File: src/rtl/drr_pkg.sv
`timescale 1ns/1ps
package drr_pkg;
  // Scheduler phase: choose the next queue, or serve the chosen one
  typedef enum logic {
    PH_PICK  = 1'b0,
    PH_SERVE = 1'b1
  } drr_phase_e;
endpackage

File: src/rtl/drr_qnt_regs.sv
`timescale 1ns/1ps
module drr_qnt_regs #(
  parameter int N_Q     = 4,
  parameter int QNT_W   = 8,
  parameter int QNT_RST = 64,
  parameter int IDX_W   = 2
) (
  input  logic                   clk,
  input  logic                   rst_n,
  input  logic                   wr_en,
  input  logic [IDX_W-1:0]       wr_idx,
  input  logic [QNT_W-1:0]       wr_val,
  output logic [N_Q*QNT_W-1:0]   qnt_flat
);
  for (genvar g = 0; g < N_Q; g++) begin : g_qnt
    logic [QNT_W-1:0] qnt_q;
    always_ff @(posedge clk) begin
      if (!rst_n)
        qnt_q <= QNT_W'(QNT_RST);
      else if (wr_en && (wr_idx == IDX_W'(g)))
        qnt_q <= wr_val;
    end
    assign qnt_flat[g*QNT_W +: QNT_W] = qnt_q;
  end
endmodule

File: src/rtl/drr_deficit_bank.sv
`timescale 1ns/1ps
module drr_deficit_bank #(
  parameter int N_Q   = 4,
  parameter int QNT_W = 8,
  parameter int LEN_W = 8,
  parameter int IDX_W = 2,
  parameter int DC_W  = 9
) (
  input  logic                 clk,
  input  logic                 rst_n,
  input  logic [IDX_W-1:0]     sel,
  input  logic                 credit_en,
  input  logic                 debit_en,
  input  logic                 clr_en,
  input  logic [N_Q*QNT_W-1:0] qnt_flat,
  input  logic [LEN_W-1:0]     debit_len,
  output logic [DC_W-1:0]      dc_sel
);
  // Credit arithmetic, kept in functions
  function automatic logic [DC_W-1:0] add_credit(input logic [DC_W-1:0] dc,
                                                  input logic [QNT_W-1:0] q);
    return dc + DC_W'(q);
  endfunction

  function automatic logic [DC_W-1:0] take_debit(input logic [DC_W-1:0] dc,
                                                  input logic [LEN_W-1:0] len);
    return dc - DC_W'(len);
  endfunction

  logic [DC_W-1:0] dc_q [N_Q];

  for (genvar g = 0; g < N_Q; g++) begin : g_dc
    logic hit;
    assign hit = (sel == IDX_W'(g));
    always_ff @(posedge clk) begin
      if (!rst_n)
        dc_q[g] <= '0;
      else if (hit && clr_en)
        dc_q[g] <= '0;
      else if (hit && credit_en)
        dc_q[g] <= add_credit(dc_q[g], qnt_flat[g*QNT_W +: QNT_W]);
      else if (hit && debit_en)
        dc_q[g] <= take_debit(dc_q[g], debit_len);
    end
  end

  assign dc_sel = dc_q[sel];

  // credit entering an addition is always below the largest length,
  // which together with DC_W keeps the sum from wrapping
  p_no_overflow_r3: assert property (@(posedge clk) disable iff (!rst_n)
    credit_en |-> (dc_sel < DC_W'((2**LEN_W) - 1)));

  // a queue that ran dry holds zero credit afterwards
  p_clear_r6: assert property (@(posedge clk) disable iff (!rst_n)
    clr_en |=> (dc_q[$past(sel)] == '0));
endmodule

File: src/rtl/drr_rr_ctrl.sv
`timescale 1ns/1ps
module drr_rr_ctrl
  import drr_pkg::*;
#(
  parameter int N_Q   = 4,
  parameter int LEN_W = 8,
  parameter int IDX_W = 2,
  parameter int DC_W  = 9
) (
  input  logic                 clk,
  input  logic                 rst_n,
  input  logic [N_Q-1:0]       q_ne,
  input  logic [N_Q*LEN_W-1:0] head_len_flat,
  input  logic [DC_W-1:0]      dc_sel,
  input  logic                 out_ready,
  output logic [IDX_W-1:0]     ptr,
  output logic [LEN_W-1:0]     cur_len,
  output logic                 credit_ev,
  output logic                 debit_ev,
  output logic                 clr_ev,
  output logic                 grant_valid
);
  function automatic logic [IDX_W-1:0] step(input logic [IDX_W-1:0] p);
    return (p == IDX_W'(N_Q - 1)) ? '0 : p + 1'b1;
  endfunction

  function automatic logic fits(input logic [DC_W-1:0] dc,
                                input logic [LEN_W-1:0] len);
    return dc >= DC_W'(len);
  endfunction

  drr_phase_e       phase_q, phase_d;
  logic [IDX_W-1:0] ptr_q, ptr_d;
  logic             any_ne, cur_ne;

  assign any_ne  = |q_ne;
  assign cur_ne  = q_ne[ptr_q];
  assign cur_len = head_len_flat[ptr_q*LEN_W +: LEN_W];
  assign ptr     = ptr_q;

  always_comb begin
    phase_d     = phase_q;
    ptr_d       = ptr_q;
    credit_ev   = 1'b0;
    debit_ev    = 1'b0;
    clr_ev      = 1'b0;
    grant_valid = 1'b0;
    unique case (phase_q)
      PH_PICK: begin
        if (any_ne) begin
          if (cur_ne) begin
            credit_ev = 1'b1;
            phase_d   = PH_SERVE;
          end else begin
            ptr_d = step(ptr_q);
          end
        end
      end
      PH_SERVE: begin
        if (!cur_ne) begin
          clr_ev  = 1'b1;
          ptr_d   = step(ptr_q);
          phase_d = PH_PICK;
        end else if (fits(dc_sel, cur_len)) begin
          grant_valid = 1'b1;
          debit_ev    = out_ready;
        end else begin
          ptr_d   = step(ptr_q);
          phase_d = PH_PICK;
        end
      end
      default: phase_d = PH_PICK;
    endcase
  end

  always_ff @(posedge clk) begin
    if (!rst_n) begin
      phase_q <= PH_PICK;
      ptr_q   <= '0;
    end else begin
      phase_q <= phase_d;
      ptr_q   <= ptr_d;
    end
  end

  // credit is added once per visit, never on two cycles in a row
  p_one_credit_r3: assert property (@(posedge clk) disable iff (!rst_n)
    credit_ev |=> !credit_ev);

  // an empty queue met while choosing is passed over in one cycle
  p_skip_r2: assert property (@(posedge clk) disable iff (!rst_n)
    (phase_q == PH_PICK && any_ne && !cur_ne) |=> (ptr_q == step($past(ptr_q))));

  // no packets anywhere means no grant
  p_idle_nogrant_r9: assert property (@(posedge clk) disable iff (!rst_n)
    !any_ne |-> !grant_valid);

  // the round pointer holds while all queues are empty
  p_idle_hold_r9: assert property (@(posedge clk) disable iff (!rst_n)
    (phase_q == PH_PICK && !any_ne) |=> $stable(ptr_q));
endmodule

File: src/rtl/drr_sched.sv
`timescale 1ns/1ps
module drr_sched #(
  parameter int N_Q     = 4,
  parameter int LEN_W   = 8,
  parameter int QNT_W   = 8,
  parameter int QNT_RST = 64,
  localparam int IDX_W  = (N_Q > 1) ? $clog2(N_Q) : 1
) (
  input  logic                 clk,
  input  logic                 rst_n,
  input  logic [N_Q-1:0]       q_nonempty,
  input  logic [N_Q*LEN_W-1:0] q_head_len,
  input  logic                 qnt_wr_en,
  input  logic [IDX_W-1:0]     qnt_wr_idx,
  input  logic [QNT_W-1:0]     qnt_wr_val,
  output logic                 grant_valid,
  input  logic                 grant_ready,
  output logic [IDX_W-1:0]     grant_idx,
  output logic [LEN_W-1:0]     grant_len
);
  localparam int DC_W = ((QNT_W > LEN_W) ? QNT_W : LEN_W) + 1;

  // Internal events, named for the assertions
  logic [N_Q*QNT_W-1:0] qnt_flat;
  logic [DC_W-1:0]      dc_sel;
  logic [IDX_W-1:0]     ptr;
  logic [LEN_W-1:0]     cur_len;
  logic                 credit_ev, debit_ev, clr_ev;

  drr_qnt_regs #(
    .N_Q(N_Q), .QNT_W(QNT_W), .QNT_RST(QNT_RST), .IDX_W(IDX_W)
  ) u_qnt (
    .clk(clk), .rst_n(rst_n), .wr_en(qnt_wr_en), .wr_idx(qnt_wr_idx),
    .wr_val(qnt_wr_val), .qnt_flat(qnt_flat)
  );

  drr_deficit_bank #(
    .N_Q(N_Q), .QNT_W(QNT_W), .LEN_W(LEN_W), .IDX_W(IDX_W), .DC_W(DC_W)
  ) u_bank (
    .clk(clk), .rst_n(rst_n), .sel(ptr), .credit_en(credit_ev),
    .debit_en(debit_ev), .clr_en(clr_ev), .qnt_flat(qnt_flat),
    .debit_len(cur_len), .dc_sel(dc_sel)
  );

  drr_rr_ctrl #(
    .N_Q(N_Q), .LEN_W(LEN_W), .IDX_W(IDX_W), .DC_W(DC_W)
  ) u_ctrl (
    .clk(clk), .rst_n(rst_n), .q_ne(q_nonempty), .head_len_flat(q_head_len),
    .dc_sel(dc_sel), .out_ready(grant_ready), .ptr(ptr), .cur_len(cur_len),
    .credit_ev(credit_ev), .debit_ev(debit_ev), .clr_ev(clr_ev),
    .grant_valid(grant_valid)
  );

  assign grant_idx = ptr;
  assign grant_len = cur_len;

  // an offered grant that is not taken stays offered and unchanged
  p_stall_hold_r8: assert property (@(posedge clk) disable iff (!rst_n)
    (grant_valid && !grant_ready) |=>
      (grant_valid && $stable(grant_idx) && $stable(grant_len)));

  // credit is spent only on an accepted grant
  p_debit_on_accept_r8: assert property (@(posedge clk) disable iff (!rst_n)
    debit_ev |-> (grant_valid && grant_ready));
endmodule

File: config.mk
export PLATFORM = sky130hd
export DESIGN_NAME = drr_sched
export DESIGN_NICKNAME = d
export VERILOG_FILES = /design/src/rtl/drr_pkg.sv /design/src/rtl/drr_qnt_regs.sv /design/src/rtl/drr_deficit_bank.sv /design/src/rtl/drr_rr_ctrl.sv /design/src/rtl/drr_sched.sv
export SDC_FILE = /design/constraint.sdc
export NUM_CORES = 1
export LEC_CHECK = 0
export BUFFER_PORTS_ARGS = -buffer_cell sky130_fd_sc_hd__buf_2
export CORE_AREA = 2 2 109 111
export CTS_BUF_LIST = sky130_fd_sc_hd__clkbuf_4 sky130_fd_sc_hd__clkbuf_8
export DETAILED_ROUTE_END_ITERATION = 8
export DIE_AREA = 0 0 111 113
export PLACE_DENSITY = 0.74
export SLEW_MARGIN = 40
export SYNTH_ARGS = -nofsm -noshare
export SYNTH_HDL_FRONTEND = slang
export SYNTH_SLANG_ARGS = --single-unit
File: constraint.sdc
create_clock -name clk -period 5.3 [get_ports clk]
set_clock_uncertainty 0.2 [all_clocks]
set_input_delay 0.265 -clock clk [delete_from_list [all_inputs] [get_ports clk]]
set_output_delay 0.265 -clock clk [all_outputs]
set_load 0.02 [all_outputs]
* Word-level counts from Yosys, hierarchy flattened
Memory sizes are Yosys's and may differ from the RTL's. A register that Yosys moved wholly into a read port is not among the register bits.
Index checks and enable logic that the tools add are counted.
** Word-level totals
- Memories kept :: 1
- Bits of input ports :: 50
- Output and inout port bits :: 11
- Word-level logic and storage cells :: 144
- Bits in writable memories :: 36
- Flip-flop bits (word level) :: 35
** Operators by class
- Multiplexer cells :: 83
- Add/subtract/negate cells :: 9
- Eq/ne operators :: 9
- Reductions and logical operators :: 20
- Shift-type cells :: 1
- Bitwise operators :: 13
- $lt $le $gt $ge :: 2
** Memories
- u_bank.dc_q :: depth 4, bits a word 9, read ports 5, clocked after Yosys merged registers in 1, write ports 4, RTL line drr_deficit_bank.sv:30 : logic [DC_W-1:0] dc_q [N_Q];
** Operators by type and width (number)
- 9-bit 2-to-1 mux :: 12
- 1-bit 2-to-1 mux :: 61
- 9-bit by 8-bit adder with 9-bit output :: 4
- 9-bit by 8-bit subtractor with 9-bit output :: 4
- 32-bit by 6-bit variable part select with 8-bit output :: 1
- 1-bit logical AND :: 16
- 2-bit 2-to-1 mux :: 7
- 1-bit OR :: 12
- 9-bit by 8-bit greater-or-equal comparator with 1-bit output :: 1
- 2-bit == test (second input constant) :: 4
- 2-bit by 1-bit == test with 1-bit output (second input constant) :: 2
- 2-bit zero test :: 2
- 2-bit one-hot mux with 2 select lines :: 1
- 4-bit OR reduction :: 1
- 2-bit by 3-bit < comparator with 1-bit output (second input constant) :: 1
- 3-bit != test (second input constant) :: 1
- 3-bit AND reduction :: 1
- 2-bit by 1-bit adder with 2-bit output (second input constant) :: 1
- 1-bit binary-select mux with 2-bit select :: 1
- 2-bit by 1-bit != test with 1-bit output (second input constant) :: 1
- 2-bit != test (second input constant) :: 1
- 1-bit one-hot mux with 2 select lines :: 1
- 1-bit NOT :: 1

* Logic depth before layout (Yosys ltp)
Gate-level depths: netlist of run 1.
- Depth in word-level cells :: 12
- Gate-level depth with buffers :: 12
- Depth with buffers taken out :: 9

* Modules after synthesis
Synthesis of run 1 repeated with hierarchy kept, for this count alone.
** Second synthesis, totals
- Cells, all modules :: 628
- Area, all modules :: 6183.4 µm²
** By module, submodules not included
- drr_deficit_bank :: times used 1, area each 4355.4 µm², sequential area each 1081.0 µm², cells each 447
- drr_qnt_regs :: times used 1, area each 1197.4 µm², sequential area each 640.6 µm², cells each 116
- drr_rr_ctrl :: times used 1, area each 630.6 µm², sequential area each 60.1 µm², cells each 65

* Least setup slack after synthesis of run 1
Ideal clock, no wire load.
- Path kind :: reg2reg
- From :: register u_ctrl.ptr_q[0] (netlist: u_ctrl.ptr[0])
- To :: memory u_bank.dc_q[1][0] (enable)
- Period minus slack after synthesis :: 4.101 ns
- Data required time :: 4.713 ns
- Path buffers :: 2
- Slack :: 1.199 ns
- Data arrival time :: 3.514 ns
- Setup time :: 0.387 ns
- Stages on the path, launching flop included :: 12
- Path through :: dfxtp_1 -> buf_1 -> mux4_2 -> inv_1 -> ha_1 -> nand2_1 -> o21ai_0 -> a221oi_2 -> buf_6 -> o211ai_1 -> o21ai_0 -> o21ai_0
** RTL lines
- start: declaration :: RTL line drr_rr_ctrl.sv:33 : logic [IDX_W-1:0] ptr_q, ptr_d;
- start signal: assignment :: RTL line drr_rr_ctrl.sv:82 : ptr_q <= ptr_d;
- end: declaration :: RTL line drr_deficit_bank.sv:30

==> results of run 1 <==
## Yosys cell counts (4+ instances only)
library cell and number:
ha_1 76, o211ai_1 5, a21o_1 4, dfxtp_1 37
nand3_1 30, o22ai_1 30, mux4_1 8, nor2_1 55
fa_1 8, clkbuf_1 10, o21ai_0 29, o41a_1 4
mux2i_1 16, a21boi_0 14, inv_1 36, nand2_1 51
nand2b_1 8, buf_6 5, a211oi_1 4, xnor2_1 17
o41ai_1 11, nor2b_1 25, xor2_1 31, a21oi_1 22
edfxtp_1 36, nor3_1 19, mux4_2 10, o2111ai_1 4
## sequential cells by signal, indices dropped and copies added, names as in the netlist, named ones only
name and count:
u_ctrl.phase_q 1, u_qnt.g_qnt.qnt_q 32, u_ctrl.ptr 2, u_bank.dc_q 36
## power by group through the flow
stage | Sequential (mW) | Clock (mW) | Combinational, mW
floorplan | 0.771 | 0 | 1.43
global placement | 0.873 | 0 | 1.81
detailed placement | 0.876 | 0 | 1.86
CTS | 0.863 | 0.461 | 1.88
global route | 0.878 | 0.484 | 2.08
finish | 0.871 | 0.453 | 1.92
## timing repair
item                      4_1_cts  5_1_grt
resized for setup               0        0
hold buffers                    1        0
hold endpoints to repair        1        0
## metal layers
metal  share of wire, %  vias to the layer above  track usage [%]
met3                6.0                       50             5.25
met1                 42                     2471             34.1
met5                  0                        -                0
li1                   -                     2465                -
met2                 48                      183             45.3
met4                3.8                        0             11.9
## final timing paths
kind                           start                       to  cells after the start
max                    u_ctrl.ptr[0]        u_bank.dc_q[0][3]                     10
min reg2reg  u_qnt.g_qnt[3].qnt_q[2]  u_qnt.g_qnt[3].qnt_q[2]                      2
min                    qnt_wr_val[0]  u_qnt.g_qnt[3].qnt_q[0]                      3
max reg2reg            u_ctrl.ptr[0]        u_bank.dc_q[0][3]                     10
## kinds of logic after synthesis
kind of cell,count (synthesis)
fa+ha+maj,84
simple gates,201
mux,37
buf+inv,54
xor+xnor,48
flops,73
compound gates,138
## critical path: cells and delay by family, from the launching register on
kind | cells | cell delay (ps)
buf+inv | 2 | 500
compound gates | 6 | 1550
flops | 1 | 790
fa+ha+maj | 1 | 310
mux | 1 | 600
## cell type report
type | instances | area (µm²)
flip-flops and latches | 73 | 1820
multi-input cells | 508 | 4030
repair buffers | 67 | 355
clock buffers | 11 | 145
clock inverters | 4 | 53.8
inverters | 36 | 135
fillers | 982 | 4550
well taps | 143 | 179
==> qor.yml, run 1 <==
floorplanning:
  rows: 39
  initial_core_util_pct: 54.1
  die_y_um: 113
  core_um2: 11300
  die_area_um2: 12500
  ios: 61
  die_w_um: 111
logic_synthesis:
  synth-edff-count: 36
  synth.avg_cell_area_um2: 9.60
  yosys.area.top_type: "edfxtp_1"
  synth_xor_area_share_pct: 6.90
  syn_area_um2: 6090
  synth_top_family_by_area: "adder cells"
  synth_cell_types: 47
  synthArstFlopShare_pct: 0
  yosys.area_share.simple_pct: 15.6
  synth_nets: 769
  synthAdderAreaFrac_pct: 18.2
  synth_compound_area_share_pct: 15.1
  ys_warn_count: 0
  syn-instance-count: 635
  synthMuxAreaShare_pct: 10.3
  synth_area_leaders: "edfxtp_1 (18%), ha_1 (16%), dfxtp_1 (12%), xor2_1 (4.5%), mux4_2 (3.7%)"
  synth_seq_cells: 73
  yosysSeqAreaShare_pct: 29.9
  synth_top_area_share_pct: 17.7
  yosys_most_used_dff: "dfxtp_1"
timing:
  hold_ws_ps: 28.2
  finalHoldViolations: 0
  setup_slack_ps: 1110
  fmax_mhz: 238
  worst_pin_slew_ps: 871
  slew_headroom_pct: 41.3
  slew_viol_final: 0
  period_share_pct: 79.1
  tns_ps: 0
  period_minus_slack_ps: 4190
  rsz0062_at_grt: "false"
  setup_viol: 0
route:
  wl_per_cell_um: 20.0
  drtIter0Drc: 305
  ant_nets: 0
  num_vias: 5169
  wl_mm: 16.9
  dr.pass1.iters: 5
  drc: 0
  vias_per_cell: 6.14
setup_path:
  max_stage_delay_ps: 790
  crit_path_cell_trace: "mux4_2 -> inv_1 -> ha_1 -> a21oi_1 -> o21ai_0 -> a221oi_2 -> o211ai_1 -> o21ai_0 -> o21ai_0 -> buf_4"
  startpoint_type: "flip-flop"
  path_max_fanout: 14
  cp_common_cell: "o21ai_0"
  rrSetupSlack_ps: 1110
  critPathKind: "flip-flop to flip-flop"
  crit_required_ps: 5220
  cp.arrival_ps: 4110
  critPathCaptureType: "flip-flop"
  slowest_stage: "dfxtp_1"
finish:
  syn_to_final_growth_pct: 10.3
  final_cell_mix: "ha_1 (76), buf_2 (60), nor2_1 (55), nand2_1 (51), dfxtp_1 (37)"
  instances_no_fill: 842
  fin_nets: 829
  final_core_util_pct: 59.6
  drive_gt1_share_pct: 15.0
  final_common_cell: "ha_1"
  final_area_um2: 6720
  antennaDiodeCount: 0
placement:
  io_buffer_count: 60
  place_ws_ps: 1190
  placed_cell_area_um2: 6510
  dp_hpwl_mm: 13.6
  routabilityCongestion: 0.948
  dp.cells: 826
clock_network:
  cts_tree: "done"
  clock_sinks: 73
  post-cts-setup-buffers: 0
  htree_levels: 3
  worstSkewPairLatency_ps: 370
  cts.clk_slew.worst_paths_ps: 80
  cts_root_buffer: "clkbuf_8"
  cts_made_buffers: 9
  cts_max_path_buffers: 2
pwr:
  p_leak_nw: 2.85
  p_per_area_nw_per_um2: 482
  p_switching_mw: 1.49
  finalPower_mw: 3.24
  power_frac_comb_pct: 59.1
  p_sw_share_pct: 46.2
  pwr-share-seq_pct: 26.9
  clockPowerShare_pct: 14.0
  p_int_mw: 1.74
  peakVddDrop_v: 0.000424
global_routing:
  grt_first_pass_wirelength_mm: 26.1
  grt_pass1_vias: 5039
  antenna_found_initial: 0
  grt_overflow: 0
  track_usage_pct: 27.0
  grt_max_degree: 42
job:
  cap_violations: 0
hold_path:
  hold_class: "input port to flip-flop"
run_status:
  outcome: "completed"
(Power assumes the default switching activity.)
==> run 2: changes to the inputs <==
==> constraint.sdc (replaced) <==
create_clock -name clk -period 3.93 [get_ports clk]
set_clock_uncertainty 0.2 [all_clocks]
set_input_delay 0.1965 -clock clk [delete_from_list [all_inputs] [get_ports clk]]
set_output_delay 0.1965 -clock clk [all_outputs]
set_load 0.02 [all_outputs]
==> run 2 against run 1 <==
Die area unchanged. Combinational power increased by 37%. Flip-flop and latch count unchanged. Design area increased by 2.5%. Via count increased by 2.7%. Maximum frequency increased by 12%. Clock power increased by 55%. Cell count increased by 1.8%. Sequential power increased by 32%. Register-to-register slack got worse by 910 ps. Critical path depth increased by 1. Hold slack improved by 98 ps. Critical endpoint is now u_bank.dc_q[0][0]. Largest cell class unchanged. Highest routed layer unchanged.
==> qor.yml, run 2 (synthesis gave the netlist of run 1 again) <==
finish:
  regMostFlops: "u_bank.dc_q"
  final_common_cell: "ha_1"
  syn_to_final_growth_pct: 13.0
  multi_input_area_um2: 4040
  drive_gt1_share_pct: 15.8
  largest_reg_flops: 36
  final_cell_mix: "ha_1 (76), buf_2 (60), nor2_1 (55), nand2_1 (51), dfxtp_1 (37)"
  instances_no_fill: 857
  seq_area_um2: 1820
  nFillCells: 944
  fin_nets: 843
  antennaDiodeCount: 0
clock_network:
  clock_sinks: 73
  cts_tree: "done"
  cts.clk_slew.worst_paths_ps: 80
  worstSkewPairLatency_ps: 360
  cts_root_buffer: "clkbuf_8"
  htree_levels: 3
  cts_made_buffers: 9
  post-cts-setup-buffers: 0
  cts_max_path_buffers: 2
global_routing:
  antenna_found_initial: 0
  grt_pass1_vias: 5329
  grt_first_pass_wirelength_mm: 27.1
  grt_max_degree: 42
  track_usage_pct: 27.5
  grt_overflow: 0
route:
  vias_per_cell: 6.19
  drtIter0Drc: 391
  drc: 0
  num_vias: 5307
  wl_mm: 16.8
  ant_nets: 0
  wl_per_cell_um: 19.6
  dr.pass1.iters: 5
placement:
  dp_hpwl_mm: 13.4
  routabilityCongestion: 0.936
  io_buffer_count: 60
  dp.cells: 833
pwr:
  p_int_mw: 2.48
  p_sw_share_pct: 44.8
  clockPowerShare_pct: 15.6
  peakVddDrop_v: 0.000367
  p_switching_mw: 2.01
  power_frac_comb_pct: 58.8
  pwr-share-seq_pct: 25.6
  p_leak_nw: 2.94
  p_per_area_nw_per_um2: 651
setup_path:
  rrSetupSlack_ps: 200
  startpoint_type: "flip-flop"
  path_max_fanout: 10
  cp.arrival_ps: 3600
  crit_required_ps: 3790
  critPathCaptureType: "flip-flop"
  critPathKind: "flip-flop to flip-flop"
timing:
  rsz0062_at_grt: "false"
  hold_ws_ps: 127
  setup_viol: 0
  tns_ps: 0
  period_minus_slack_ps: 3730
  slew_headroom_pct: 43.5
  fmax_mhz: 268
  finalHoldViolations: 0
  worst_pin_slew_ps: 844
  period_share_pct: 95.0
  slew_viol_final: 0
floorplanning:
  die_area_um2: 12500
  die_y_um: 113
  initial_core_util_pct: 54.1
  ios: 61
  core_um2: 11300
  die_w_um: 111
  rows: 39
job:
  cap_violations: 0
run_status:
  outcome: "completed"
hold_path:
  hold_class: "input port to flip-flop"
run 2: final cells by class:
class / count / area share [%]
clock inverters: 4 / 1.07
flip-flops and latches: 73 / 26.4
inverters: 36 / 1.96
multi-input cells: 508 / 58.7
well taps: 143 / 2.60
clock buffers: 12 / 2.31
repair buffers: 81 / 6.94
run 2: routing by layer:
layer	up-vias	GRT usage [%]	wire, µm
met5	-	0	0
met4	0	11.8	606
met3	54	6.00	1380
met2	213	46.3	8050
met1	2540	34.3	6780
li1	2500	-	-
run 2: worst paths after layout:
| path | cells after the start | to | from |
|---|---|---|---|
| max reg2reg | 11 | u_bank.dc_q[0][0] | u_ctrl.ptr[0] |
| max | 11 | u_bank.dc_q[0][0] | u_ctrl.ptr[0] |
| min reg2reg | 2 | u_qnt.g_qnt[1].qnt_q[3] | u_qnt.g_qnt[1].qnt_q[3] |
| min | 3 | u_qnt.g_qnt[2].qnt_q[6] | rst_n |
run 2: power by group through the flow:
stage / logic [mW] / registers [mW] / clock network, mW
2_1_floorplan: 1.93 / 1.04 / 0
3_3_place_gp: 2.46 / 1.15 / 0
3_5_place_dp: 2.54 / 1.15 / 0
4_1_cts: 2.57 / 1.14 / 0.703
5_1_grt: 2.90 / 1.16 / 0.730
6_report: 2.63 / 1.15 / 0.701
run 2: metrics by stage:
step	power, mW	worst slack, ps	area [µm²]	utilization [%]
after floorplan	2.97	-171	6090	-
after global placement	3.61	395	6570	58.2
after detailed placement	3.70	237	6570	58.2
after CTS	4.41	226	6880	61.0
after global routing	4.78	9.21	6890	61.1
final	4.48	195	6890	61.1
run 2: critical path, cell delays in order, from the launching register on:
cell      delay, ps
dfxtp_1         400
buf_4           250
mux4_2          540
inv_1           260
ha_1            210
a21oi_1          60
o21ai_0         320
a221oi_4        170
o211ai_1        180
o21ai_0         320
o21ai_0         300
buf_4           220
run 2: timing repair:
item	CTS	global route
hold buffers	8	0
endpoints found under the hold margin	21	0
endpoints found under the setup margin	0	24
resized for setup	0	1
==> run 3: changes to the inputs <==
--- a/config.mk
+++ b/config.mk
@@ -6,10 +6,10 @@
 export NUM_CORES = 1
 export LEC_CHECK = 0
 export BUFFER_PORTS_ARGS = -buffer_cell sky130_fd_sc_hd__buf_2
-export CORE_AREA = 2 2 109 111
+export CORE_AREA = 2 2 125 97
 export CTS_BUF_LIST = sky130_fd_sc_hd__clkbuf_4 sky130_fd_sc_hd__clkbuf_8
 export DETAILED_ROUTE_END_ITERATION = 8
-export DIE_AREA = 0 0 111 113
+export DIE_AREA = 0 0 127 99
 export PLACE_DENSITY = 0.74
 export SLEW_MARGIN = 40
 export SYNTH_ARGS = -nofsm -noshare
==> run 3 against run 2 <==
Critical path depth is 2 lower. Setup slack gained 40 ps. Register-to-register slack gained 40 ps. Maximum frequency increased by 1.1%. Utilization is 0.66 points lower. Power fell by 4.1%. Via count down 2.0%. Global-route usage is 0.21 points higher. Sequential share of layout area up 0.18 points. Non-clock buffer count is 1 lower. Design area fell by 0.69%. Hold slack worse by 81 ps. Critical endpoint is now u_bank.dc_q[1][8]. Largest power group unchanged.
==> qor.yml, run 3 (synthesis gave the netlist of run 1 again) <==
timing:
  worst_pin_slew_ps: 727
  rsz0062_at_grt: "false"
  slew_viol_final: 0
  setup_viol: 0
  period_minus_slack_ps: 3690
  period_share_pct: 94.0
  fmax_mhz: 271
  setup_slack_ps: 236
  finalHoldViolations: 0
  hold_ws_ps: 45.5
  slew_headroom_pct: 50.9
  tns_ps: 0
route:
  drc: 0
  drtIter0Drc: 395
  ant_nets: 0
  vias_per_cell: 6.07
  wl_per_cell_um: 19.7
  num_vias: 5200
  dr.pass1.iters: 5
  wl_mm: 16.9
setup_path:
  max_stage_delay_ps: 620
  slowest_stage: "dfxtp_1"
  cp.arrival_ps: 3610
  cp-startpoint: "u_ctrl.ptr[0]"
  rrSetupSlack_ps: 240
  rr_worst_depth: 9
  startpoint_type: "flip-flop"
  crit_path_cell_trace: "mux4_2 -> inv_1 -> ha_1 -> nor2b_1 -> o21ai_0 -> a21oi_1 -> o41ai_1 -> o21ai_2 -> mux2_2"
  path_max_fanout: 10
  worstReg2RegStart: "u_ctrl.ptr[0]"
  critPathBufInv: 1
  reg2reg_to: "u_bank.dc_q[1][8]"
  cp.depth: 9
  critPathKind: "flip-flop to flip-flop"
  critPathCaptureType: "flip-flop"
  cp_top_family: "compound AO/OA/AOI/OAI gates"
  crit_required_ps: 3850
  crit_path_end: "u_bank.dc_q[1][8]"
hold_path:
  hold_class: "input port to flip-flop"
  hold_path_depth: 3
clock_network:
  hold_buffers: 8
  cts.clk_slew.worst_paths_ps: 80
  cts_tree: "done"
  htree_levels: 3
  clock_sinks: 73
  worstSkewPairLatency_ps: 370
  cts_max_path_buffers: 2
  cts_resized: 0
  cts_root_buffer: "clkbuf_8"
  post-cts-setup-buffers: 0
  cts_made_buffers: 9
finish:
  fin_nets: 842
  largest_reg_flops: 36
  instances_no_fill: 857
  regMostFlops: "u_bank.dc_q"
  final_cell_mix: "ha_1 (76), buf_2 (60), nor2_1 (54), nand2_1 (51), dfxtp_1 (37)"
  nFillCells: 953
  antennaDiodeCount: 0
  final_common_cell: "ha_1"
  final_core_util_pct: 60.5
  drive_gt1_share_pct: 15.8
  final_area_um2: 6840
  syn_to_final_growth_pct: 12.3
floorplanning:
  die_y_um: 99
  initial_core_util_pct: 53.9
  core_um2: 11300
  die_w_um: 127
  die_area_um2: 12600
  rows: 34
  ios: 61
global_routing:
  grt_pass1_vias: 5119
  grt_max_degree: 41
  grt_first_pass_wirelength_mm: 26.6
  antenna_found_initial: 1
  grt_overflow: 0
  track_usage_pct: 27.7
placement:
  io_buffer_count: 60
  placed_cell_area_um2: 6560
  place_ws_ps: 309
  dp.cells: 833
  dp_hpwl_mm: 13.5
  routabilityCongestion: 0.941
run_status:
  outcome: "completed"
pwr:
  peakVddDrop_v: 0.000359
  p_leak_nw: 2.91
  p_per_area_nw_per_um2: 628
  finalPower_mw: 4.30
job:
  cap_violations: 0
## run 3: cell types whose count changed in the layout (fill, tap and decap cells not counted), sizes merged
cell | previous run | this run
buf | 73 | 72
clkbuf | 12 | 11
inv | 37 | 36
clkinvlp | 0 | 2
clkinv | 1 | 2
bufinv | 2 | 1
## run 3: how the worst min path moves through the flow
stage / startpoint / to / slack (ps)
after floorplan: qnt_wr_val[6] / u_qnt.g_qnt[1].qnt_q[6] / 120
after global placement: u_qnt.g_qnt[3].qnt_q[0] / u_qnt.g_qnt[3].qnt_q[0] / 270
after detailed placement: u_qnt.g_qnt[0].qnt_q[6] / u_qnt.g_qnt[0].qnt_q[6] / 270
after CTS: rst_n / u_ctrl.phase_q / 20
after global routing: rst_n / u_ctrl.phase_q / 60
final: rst_n / u_ctrl.phase_q / 50
## run 3: worst min-delay path, delay by kind of cell
family | cells | cell delay, ps
AO/OA/AOI/OAI | 1 | 60
buffers and inverters | 1 | 110
AND/OR/NAND/NOR | 1 | 190
## run 3: power by group
group	internal [mW]	leakage [nW]	switching, mW	total [mW]
Sequential	0.947	0.680	0.210	1.16
Clock	0.315	0.0987	0.286	0.601
Combinational	1.10	2.13	1.43	2.54
Total	2.37	2.91	1.93	4.30
## run 3: final cells by class
cell class | count | area, µm² | area share [%]
Multi-Input combinational cell | 508 | 4030 | 59.0
Sequential cell | 73 | 1820 | 26.6
Timing Repair Buffer | 80 | 470 | 6.88
Tap cell | 144 | 180 | 2.63
Clock buffer | 11 | 145 | 2.12
Inverter | 36 | 135 | 1.98
Clock inverter | 5 | 55.1 | 0.805
## run 3: per-layer routing
layer	track usage [%]	wire length, µm	vias to the layer above
met2	44.3	7770	166
met1	36.8	7460	2489
met3	7.55	1200	43
li1	-	-	2498
met5	0	26	-
met4	8.79	438	4
